--- config.mk ---
export PLATFORM = sky130hd
export DESIGN_NAME = rst_pwr_ctrl
export DESIGN_NICKNAME = d
export VERILOG_FILES = /design/src/rtl/rpc_pkg.sv /design/src/rtl/rpc_decode.sv /design/src/rtl/rpc_regfile.sv /design/src/rtl/rpc_action.sv /design/src/rtl/rst_pwr_ctrl.sv
export SDC_FILE = /design/constraint.sdc
export NUM_CORES = 1
export LEC_CHECK = 0
export CAP_MARGIN = 10
export CELL_PAD_IN_SITES_DETAIL_PLACEMENT = 0
export CELL_PAD_IN_SITES_GLOBAL_PLACEMENT = 1
export CORE_ASPECT_RATIO = 1.2
export CORE_MARGIN = 2
export CORE_UTILIZATION = 35
export CTS_CLUSTER_SIZE = 20
export DETAILED_ROUTE_END_ITERATION = 8
export PLACE_DENSITY = 0.75
export SYNTH_ARGS = -nofsm -noshare
export SYNTH_HDL_FRONTEND = slang
export SYNTH_SLANG_ARGS = --single-unit
--- constraint.sdc ---
create_clock -name clk -period 3.6 [get_ports clk]
set_input_delay 0.9 -clock clk [delete_from_list [all_inputs] [get_ports clk]]
set_output_delay 0.9 -clock clk [all_outputs]
set_load 0.005 [all_outputs]
--- src/rtl/rpc_pkg.sv ---
package rpc_pkg;
    localparam int DW       = 32;
    localparam int KEY_W    = 8;
    localparam logic [KEY_W-1:0] KEY_VAL = 8'h5A;
    localparam int TRIG_BIT = 5;
    localparam int HALT_W   = 12;
    localparam logic [HALT_W-1:0] HALT_CODE = 12'h555;
    localparam int N_REG    = 3;

    typedef enum logic [1:0] {
        SEL_NONE = 2'd0,
        SEL_CTRL = 2'd1,
        SEL_STAT = 2'd2,
        SEL_WDOG = 2'd3
    } reg_sel_e;

    typedef enum logic [1:0] {
        ACT_NONE     = 2'd0,
        ACT_REBOOT   = 2'd1,
        ACT_POWEROFF = 2'd2
    } action_e;

    typedef struct packed {
        logic           wr_ok;
        logic           wr_bad;
        logic           rd;
        reg_sel_e       sel;
        logic [DW-1:0]  data;
    } bus_req_t;

    function automatic logic [DW-1:0] strip_key(input logic [DW-1:0] d);
        return {{KEY_W{1'b0}}, d[DW-KEY_W-1:0]};
    endfunction

    function automatic logic key_match(input logic [DW-1:0] d);
        return d[DW-1 -: KEY_W] == KEY_VAL;
    endfunction

    function automatic reg_sel_e sel_of_index(input int i);
        return reg_sel_e'(i + 1);
    endfunction
endpackage

--- src/rtl/rpc_decode.sv ---
module rpc_decode
    import rpc_pkg::*;
#(
    parameter int ADDR_W = 9,
    parameter logic [ADDR_W-1:0] CTRL_OFS = 9'h01C,
    parameter logic [ADDR_W-1:0] STAT_OFS = 9'h020,
    parameter logic [ADDR_W-1:0] WDOG_OFS = 9'h024
) (
    input  logic              wr_en,
    input  logic              rd_en,
    input  logic [ADDR_W-1:0] addr,
    input  logic [DW-1:0]     wr_data,
    output bus_req_t          req
);
    logic     key_ok;
    reg_sel_e sel;

    always_comb begin
        key_ok = key_match(wr_data);
        if (addr == CTRL_OFS)      sel = SEL_CTRL;
        else if (addr == STAT_OFS) sel = SEL_STAT;
        else if (addr == WDOG_OFS) sel = SEL_WDOG;
        else                       sel = SEL_NONE;
    end

    always_comb begin
        req.wr_ok  = wr_en && key_ok;
        req.wr_bad = wr_en && !key_ok;
        req.rd     = rd_en;
        req.sel    = sel;
        req.data   = wr_data;
    end
endmodule

--- src/rtl/rpc_regfile.sv ---
module rpc_regfile
    import rpc_pkg::*;
#(
    parameter logic [DW-1:0] CTRL_RST = 32'h0000_0102,
    parameter logic [DW-1:0] STAT_RST = 32'h0000_1000,
    parameter logic [DW-1:0] WDOG_RST = 32'h0000_0000
) (
    input  logic          clk,
    input  logic          rst,
    input  bus_req_t      req,
    output logic [DW-1:0] ctrl_q,
    output logic [DW-1:0] stat_q,
    output logic [DW-1:0] wdog_q,
    output logic [DW-1:0] rd_data
);
    logic [DW-1:0] regs [N_REG];
    logic [DW-1:0] rd_q;
    logic [DW-1:0] rd_mux;

    function automatic logic [DW-1:0] rst_of(input int i);
        case (i)
            0:       return CTRL_RST;
            1:       return STAT_RST;
            default: return WDOG_RST;
        endcase
    endfunction

    for (genvar i = 0; i < N_REG; i++) begin : g_reg
        localparam reg_sel_e MY_SEL = sel_of_index(i);
        localparam logic [DW-1:0] MY_RST = rst_of(i);
        always_ff @(posedge clk) begin
            if (rst)
                regs[i] <= MY_RST;
            else if (req.wr_ok && req.sel == MY_SEL)
                regs[i] <= strip_key(req.data);
        end
    end

    always_comb begin
        case (req.sel)
            SEL_CTRL: rd_mux = regs[0];
            SEL_STAT: rd_mux = regs[1];
            SEL_WDOG: rd_mux = regs[2];
            default:  rd_mux = '0;
        endcase
    end

    always_ff @(posedge clk) begin
        if (rst)         rd_q <= '0;
        else if (req.rd) rd_q <= rd_mux;
        else             rd_q <= '0;
    end

    assign ctrl_q  = regs[0];
    assign stat_q  = regs[1];
    assign wdog_q  = regs[2];
    assign rd_data = rd_q;
endmodule

--- src/rtl/rpc_action.sv ---
module rpc_action
    import rpc_pkg::*;
(
    input  logic              clk,
    input  logic              rst,
    input  bus_req_t          req,
    input  logic [HALT_W-1:0] halt_code,
    output logic              reboot_req,
    output logic              poweroff_req,
    output logic              key_err
);
    action_e act_d, act_q;
    logic    trig;
    logic    err_q;

    always_comb begin
        trig  = req.wr_ok && req.sel == SEL_CTRL && req.data[TRIG_BIT];
        act_d = ACT_NONE;
        if (trig)
            act_d = (halt_code == HALT_CODE) ? ACT_POWEROFF : ACT_REBOOT;
    end

    always_ff @(posedge clk) begin
        if (rst) begin
            act_q <= ACT_NONE;
            err_q <= 1'b0;
        end else begin
            act_q <= act_d;
            if (req.wr_bad) err_q <= 1'b1;
        end
    end

    assign reboot_req   = act_q == ACT_REBOOT;
    assign poweroff_req = act_q == ACT_POWEROFF;
    assign key_err      = err_q;
endmodule

--- src/rtl/rst_pwr_ctrl.sv ---
module rst_pwr_ctrl
    import rpc_pkg::*;
#(
    parameter int ADDR_W = 9,
    parameter logic [ADDR_W-1:0] CTRL_OFS = 9'h01C,
    parameter logic [ADDR_W-1:0] STAT_OFS = 9'h020,
    parameter logic [ADDR_W-1:0] WDOG_OFS = 9'h024,
    parameter logic [31:0] CTRL_RST = 32'h0000_0102,
    parameter logic [31:0] STAT_RST = 32'h0000_1000,
    parameter logic [31:0] WDOG_RST = 32'h0000_0000
) (
    input  logic              clk,
    input  logic              rst,
    input  logic              wr_en,
    input  logic              rd_en,
    input  logic [ADDR_W-1:0] addr,
    input  logic [31:0]       wr_data,
    output logic [31:0]       rd_data,
    output logic              reboot_req,
    output logic              poweroff_req,
    output logic              key_err
);
    bus_req_t      req;
    logic [DW-1:0] ctrl_q, stat_q, wdog_q;

    rpc_decode #(
        .ADDR_W(ADDR_W), .CTRL_OFS(CTRL_OFS),
        .STAT_OFS(STAT_OFS), .WDOG_OFS(WDOG_OFS)
    ) u_decode (
        .wr_en(wr_en), .rd_en(rd_en), .addr(addr),
        .wr_data(wr_data), .req(req)
    );

    rpc_regfile #(
        .CTRL_RST(CTRL_RST), .STAT_RST(STAT_RST), .WDOG_RST(WDOG_RST)
    ) u_regs (
        .clk(clk), .rst(rst), .req(req),
        .ctrl_q(ctrl_q), .stat_q(stat_q), .wdog_q(wdog_q),
        .rd_data(rd_data)
    );

    rpc_action u_action (
        .clk(clk), .rst(rst), .req(req),
        .halt_code(stat_q[HALT_W-1:0]),
        .reboot_req(reboot_req), .poweroff_req(poweroff_req),
        .key_err(key_err)
    );
endmodule

-- Word level (Yosys, flattened, before mapping)
Memories as Yosys holds them, arrays and structs flattened.
Index checks and enable logic that the tools add are counted.
- register bits after elaboration: 35
- memory bits (writable): 72
- input port bits: 45
- output and inout bits: 35
- word-level logic and storage cells: 47
- memories kept: 1
- eq/ne operators: 10
- muxes and demuxes: 19
- bitwise gates (word level): 5
- reduce and logical (&&, ||, !) cells: 9
- memories (name ; depth ; width ; rd ports ; clocked after memory_dff ; write ports ; line ; source):
    u_regs.regs ; 3 ; 24 ; 3 ; 0 ; 3 ; rpc_regfile.sv:16 ; logic [DW-1:0] regs [N_REG];
- operator list (kind ; number):
    32-bit case mux with 3 select lines ; 1
    24-bit two-way mux ; 3
    9-bit by 6-bit == test with 1-bit output, second input constant ; 2
    12-bit by 11-bit == test with 1-bit output, second input constant ; 1
    1-bit two-way mux ; 11
    9-bit by 5-bit == test with 1-bit output, second input constant ; 1
    8-bit by 7-bit == test with 1-bit output, second input constant ; 1
    2-bit two-way mux ; 4
    2-bit == test, second input constant ; 3
    1-bit logical AND ; 6
    2-bit by 1-bit == test with 1-bit output, second input constant ; 2
    2-bit OR reduction ; 2
    1-bit OR ; 3
    1-bit inverter ; 2
    1-bit logical NOT ; 1

-- Logic depth before layout (Yosys ltp)
- depth after elaboration: 10
- gate-level depth with buffers: 6
- mapped depth without buffers: 3

-- Modules after synthesis
A second synthesis with hierarchy kept.
- cells, all modules: 363
- area total of the unflattened synthesis: 4596.9 µm²
- modules (own cells, without submodules) (module ; instances ; cells an instance ; area an instance (µm²) ; seq. area each (µm²)):
    rpc_regfile ; 1 ; 305 ; 4111.4 ; 2642.5
    rpc_decode ; 1 ; 43 ; 336.6 ; 0.0
    rpc_action ; 1 ; 15 ; 148.9 ; 60.1

-- Worst setup path after synthesis
Ideal clock, no wire load.
- kind: input to register
- start point: in addr[1]
- end point: mem u_regs.regs[2][0] in the netlist's numbering, enable pin
- setup time: 410 ps
- data arrival time: 3128 ps
- required time: 3190 ps
- setup slack: 62 ps
- stages on the path: 4
- path buffers: 1
- cell sequence: nor4_4 > nand4_4 > buf_2 > o21bai_1
- RTL lines (element ; line ; source):
    start, declared ; rst_pwr_ctrl.sv:16 ; input logic [ADDR_W-1:0] addr,
    end, declared ; rpc_regfile.sv:16 ;

-- Worst setup path after layout
- start point: in addr[1]
- end point: reg u_regs.rd_q[10], in the netlist u_regs.rd_data[10]
- word-level cells in the longest chain between the ends: 6
- elaborated cells on any way between the ends: 10
- classes of those cells: eq/ne (6); mux (4)
- ends and longest elaborated chain (element ; line ; source):
    9-bit by 6-bit == test with 1-bit output ; rpc_decode.sv:22 ; else if (addr == WDOG_OFS) sel = SEL_WDOG;
    2-bit two-way mux ; rpc_decode.sv:22 ;
    2-bit two-way mux ; rpc_decode.sv:21 ; else if (addr == STAT_OFS) sel = SEL_STAT;
    2-bit two-way mux (*) ; rpc_decode.sv:20 ; if (addr == CTRL_OFS) sel = SEL_CTRL;
    2-bit == test or 2-bit by 1-bit == test with 1-bit output (tied branches) ; rpc_regfile.sv:40 ; case (req.sel)
    32-bit case mux with 3 select lines (*) ; rpc_regfile.sv:40 ;
    end signal, assigned ; rpc_regfile.sv:50 ; else if (req.rd) rd_q <= rd_mux;
    end, declared ; rpc_regfile.sv:17 ; logic [DW-1:0] rd_q;
Every way passes the cells marked *; elsewhere a longest branch is shown, timed or not.
A chain may end at the register's enable or synchronous reset.

==> flow_summary.json <==
{
  "status": "complete, no violations",
  "maxSlewHeadroom_pct": 41.4,
  "unrepaired_setup_endpoints_after_global_routing": "no",
  "detail_route.drc_violations": 0,
  "area.growth.synth_to_final_pct": 26.2,
  "clock-skew-final_ns": 0.00653,
  "report.final.setup_viol": 0,
  "fin_crit_ns": 2.82,
  "crit_path_cell_trace": "clkdlybuf4s50_1 > nor4_4 > buf_4 > o2111ai_4 > a21oi_1",
  "worst_setup_hold_path_clk_slew_ns": 0.07,
  "floorplan.initialDensity_pct": 35.6,
  "worstSetupPathType": "primary input to register",
  "vias_per_cell": 5.09,
  "placed_area_um2": 5570,
  "grt_max_degree": 31,
  "clk_root_buffer_cell": "sky130_fd_sc_hd__clkbuf_16",
  "predominant_post_synthesis_flop_cell": "sky130_fd_sc_hd__edfxtp_1",
  "cts_tree": "yes",
  "timing.critical_path.slowest_cell_delay_ns": 0.55,
  "tightest_slew_ns": 0.879,
  "finalWirelength_mm": 10.4,
  "place.port_buffers": 71,
  "cts_inserted_buffers": 9,
  "startpoint_class_of_the_critical_path": "primary input",
  "place.detailed.hpwl_mm": 6.91,
  "netlist-cell-type-count": 34,
  "cts_max_level": 3,
  "globalRouteTotalUtil_pct": 15.0,
  "fmax_mhz": 354,
  "netlist_instances": 361,
  "yosys.cell_count.top_type": "sky130_fd_sc_hd__edfxtp_1",
  "synth_top_area_share_pct": 46.3,
  "cts_max_path_buffers": 2,
  "seq_total_area_yosys_pct": 57.9,
  "drive_gt1_share_pct": 31.6,
  "number_of_warnings_reported_in_the_yosys_synthesis_log": 0,
  "finalMaxSlewViolations": 0,
  "synth_async_sr_flop_share_pct": 0,
  "fp.dieH_um": 131,
  "synth_enable_flop_cells": 72,
  "postCtsSetupRepairBufs": 0,
  "synth_area_leader_cell": "sky130_fd_sc_hd__edfxtp_1",
  "synth.cells.most_frequent": "72 x sky130_fd_sc_hd__edfxtp_1, 56 x sky130_fd_sc_hd__nor3_2, 48 x sky130_fd_sc_hd__nand4_1",
  "fin_util_pct": 44.9,
  "synth_area_um2": 4670,
  "clkSinkCount": 99,
  "synth.area.top_cells": "sky130_fd_sc_hd__edfxtp_1 46%, sky130_fd_sc_hd__nor3_2 12%, sky130_fd_sc_hd__dfxtp_1 12%",
  "p_per_area_nw_per_um2": 414,
  "final_nets": 474,
  "p_leak_nw": 1.77,
  "first_global_vias": 3025,
  "nFillCells": 1203,
  "drt-pass1-iter-count": 4,
  "clkLatencyLatePin_ns": 0.34,
  "holdBufCountCts": 0,
  "finalSetupTns_ns": 0,
  "yosys_register_bits": 99,
  "drtAntennaViolNets": 0,
  "number_of_antenna_violations_at_the_first_check_in_global_routing": 0,
  "critPathRequiredTime_ns": 3.85,
  "placeableCoreArea_um2": 13100,
  "die_area_um2": 14300,
  "gp_congestion": 0.772,
  "irDropWorstVdd_uv": 208,
  "finalHoldWorstSlack_ns": 0.497,
  "rows": 46,
  "timing.hold.worst.class": "register to register",
  "final_design_area_no_fill_um2": 5890,
  "grt_overflow": 0,
  "period_share_pct": 78.5,
  "crit_slowest_cell": "sky130_fd_sc_hd__nor4_4",
  "avgRoutedWirePerCell_um": 17.3,
  "critPathCaptureType": "register",
  "gates_resized_cts_repair": 0,
  "syn-mean-instance-area_um2": 12.9,
  "number_of_top_level_design_ports": 80,
  "die-width_um": 109,
  "drv_cap": 0,
  "dr_total_vias": 3065,
  "antenna_cells": 0,
  "critical_path_peak_fanout": 24,
  "timing.final.hold_violations": 0,
  "cp_data_arrival_time_ns": 3.08,
  "grt_first_pass_wirelength_mm": 16.2,
  "drt-initial-drc-count": 106
}
[power by group]
part	switching [mW]	internal (mW)	leakage [nW]
clock	0.408	0.590	0.155
combinational	0.0887	0.0810	0.708
sequential	0.0132	1.26	0.903
total	0.509	1.93	1.77
[worst max-delay path: cells and delay by family]
family,cells,cell delay [ns]
buffers and inverters,2,0.81
AO/OA/AOI/OAI,2,0.79
AND/OR/NAND/NOR,1,0.55
[path summary, 6_finish.rpt]
check                                   startpoint                       endpoint  slack, ns  cells after the start
setup reg to reg  u_regs.regs[1][11]$_SDFFCE_PN0P_   u_action.act_q[1]$_SDFF_PP0_       2.04                      3
setup / recovery                           addr[1]  u_regs.rd_data[10]$_SDFF_PP0_       0.78                      5
hold / removal       u_action.key_err$_SDFFE_PP0P_  u_action.key_err$_SDFFE_PP0P_       0.50                      1
hold reg to reg      u_action.key_err$_SDFFE_PP0P_  u_action.key_err$_SDFFE_PP0P_       0.50                      1
[layer usage]
metal	GRT usage, %	up-vias	wire, µm
met4	4.24	0	117
met5	0	-	0
met3	2.58	6	505
met2	25.3	87	5100
li1	-	1477	-
met1	19.9	1495	4680
[flip-flops by register name (all words and copies together) (netlist names)]
register          flops
u_action.act_q        2
u_regs.regs          72
u_action.key_err      1
u_regs.rd_data       24
[layout make-up]
| cell class | count | area (µm²) | share of cell area (%) |
|---|---|---|---|
| timing repair buffer | 92 | 868 | 14.7 |
| clock inverter | 2 | 12.5 | 0.212 |
| tap | 168 | 210 | 3.57 |
| clock buffer | 14 | 307 | 5.20 |
| inverter | 26 | 97.6 | 1.66 |
| sequential | 99 | 2700 | 45.9 |
| multi-input combinational | 201 | 1690 | 28.7 |
[cells by family after synthesis]
group	after synthesis	synth area share, %
AO/OA/AOI/OAI	30	4.80
buffers and inverters	68	6.81
flip-flops	99	57.9
multiplexers	24	5.79
other	1	0.0803
AND/OR/NAND/NOR	139	24.7
[cells in the final DEF (no fill, tap or decap), drive strengths merged, types with 2 or more instances in the layout]
| master | n |
|---|---|
| nand4b | 2 |
| nand3 | 2 |
| clkdlybuf4s50 | 71 |
| nor2b | 3 |
| o21bai | 3 |
| nand4 | 50 |
| mux2 | 24 |
| inv | 26 |
| dfxtp | 27 |
| edfxtp | 72 |
| nor4 | 2 |
| conb | 8 |
| a21oi | 24 |
| clkbuf | 14 |
| nor4bb | 2 |
| buf | 21 |
| or3 | 3 |
| nor3 | 70 |
[per-stage QoR]
stage / instances / setup WS (ns) / power, mW
after CTS: 602 / 0.739 / 2.45
after global routing: 602 / 0.621 / 2.51
after floorplan: 368 / 0.0618 / 1.39
after detailed placement: 586 / 0.410 / 1.47
final: 602 / 0.775 / 2.44
after global placement: 586 / 0.543 / 1.47
Note: power is estimated with default switching activity, not from simulation.
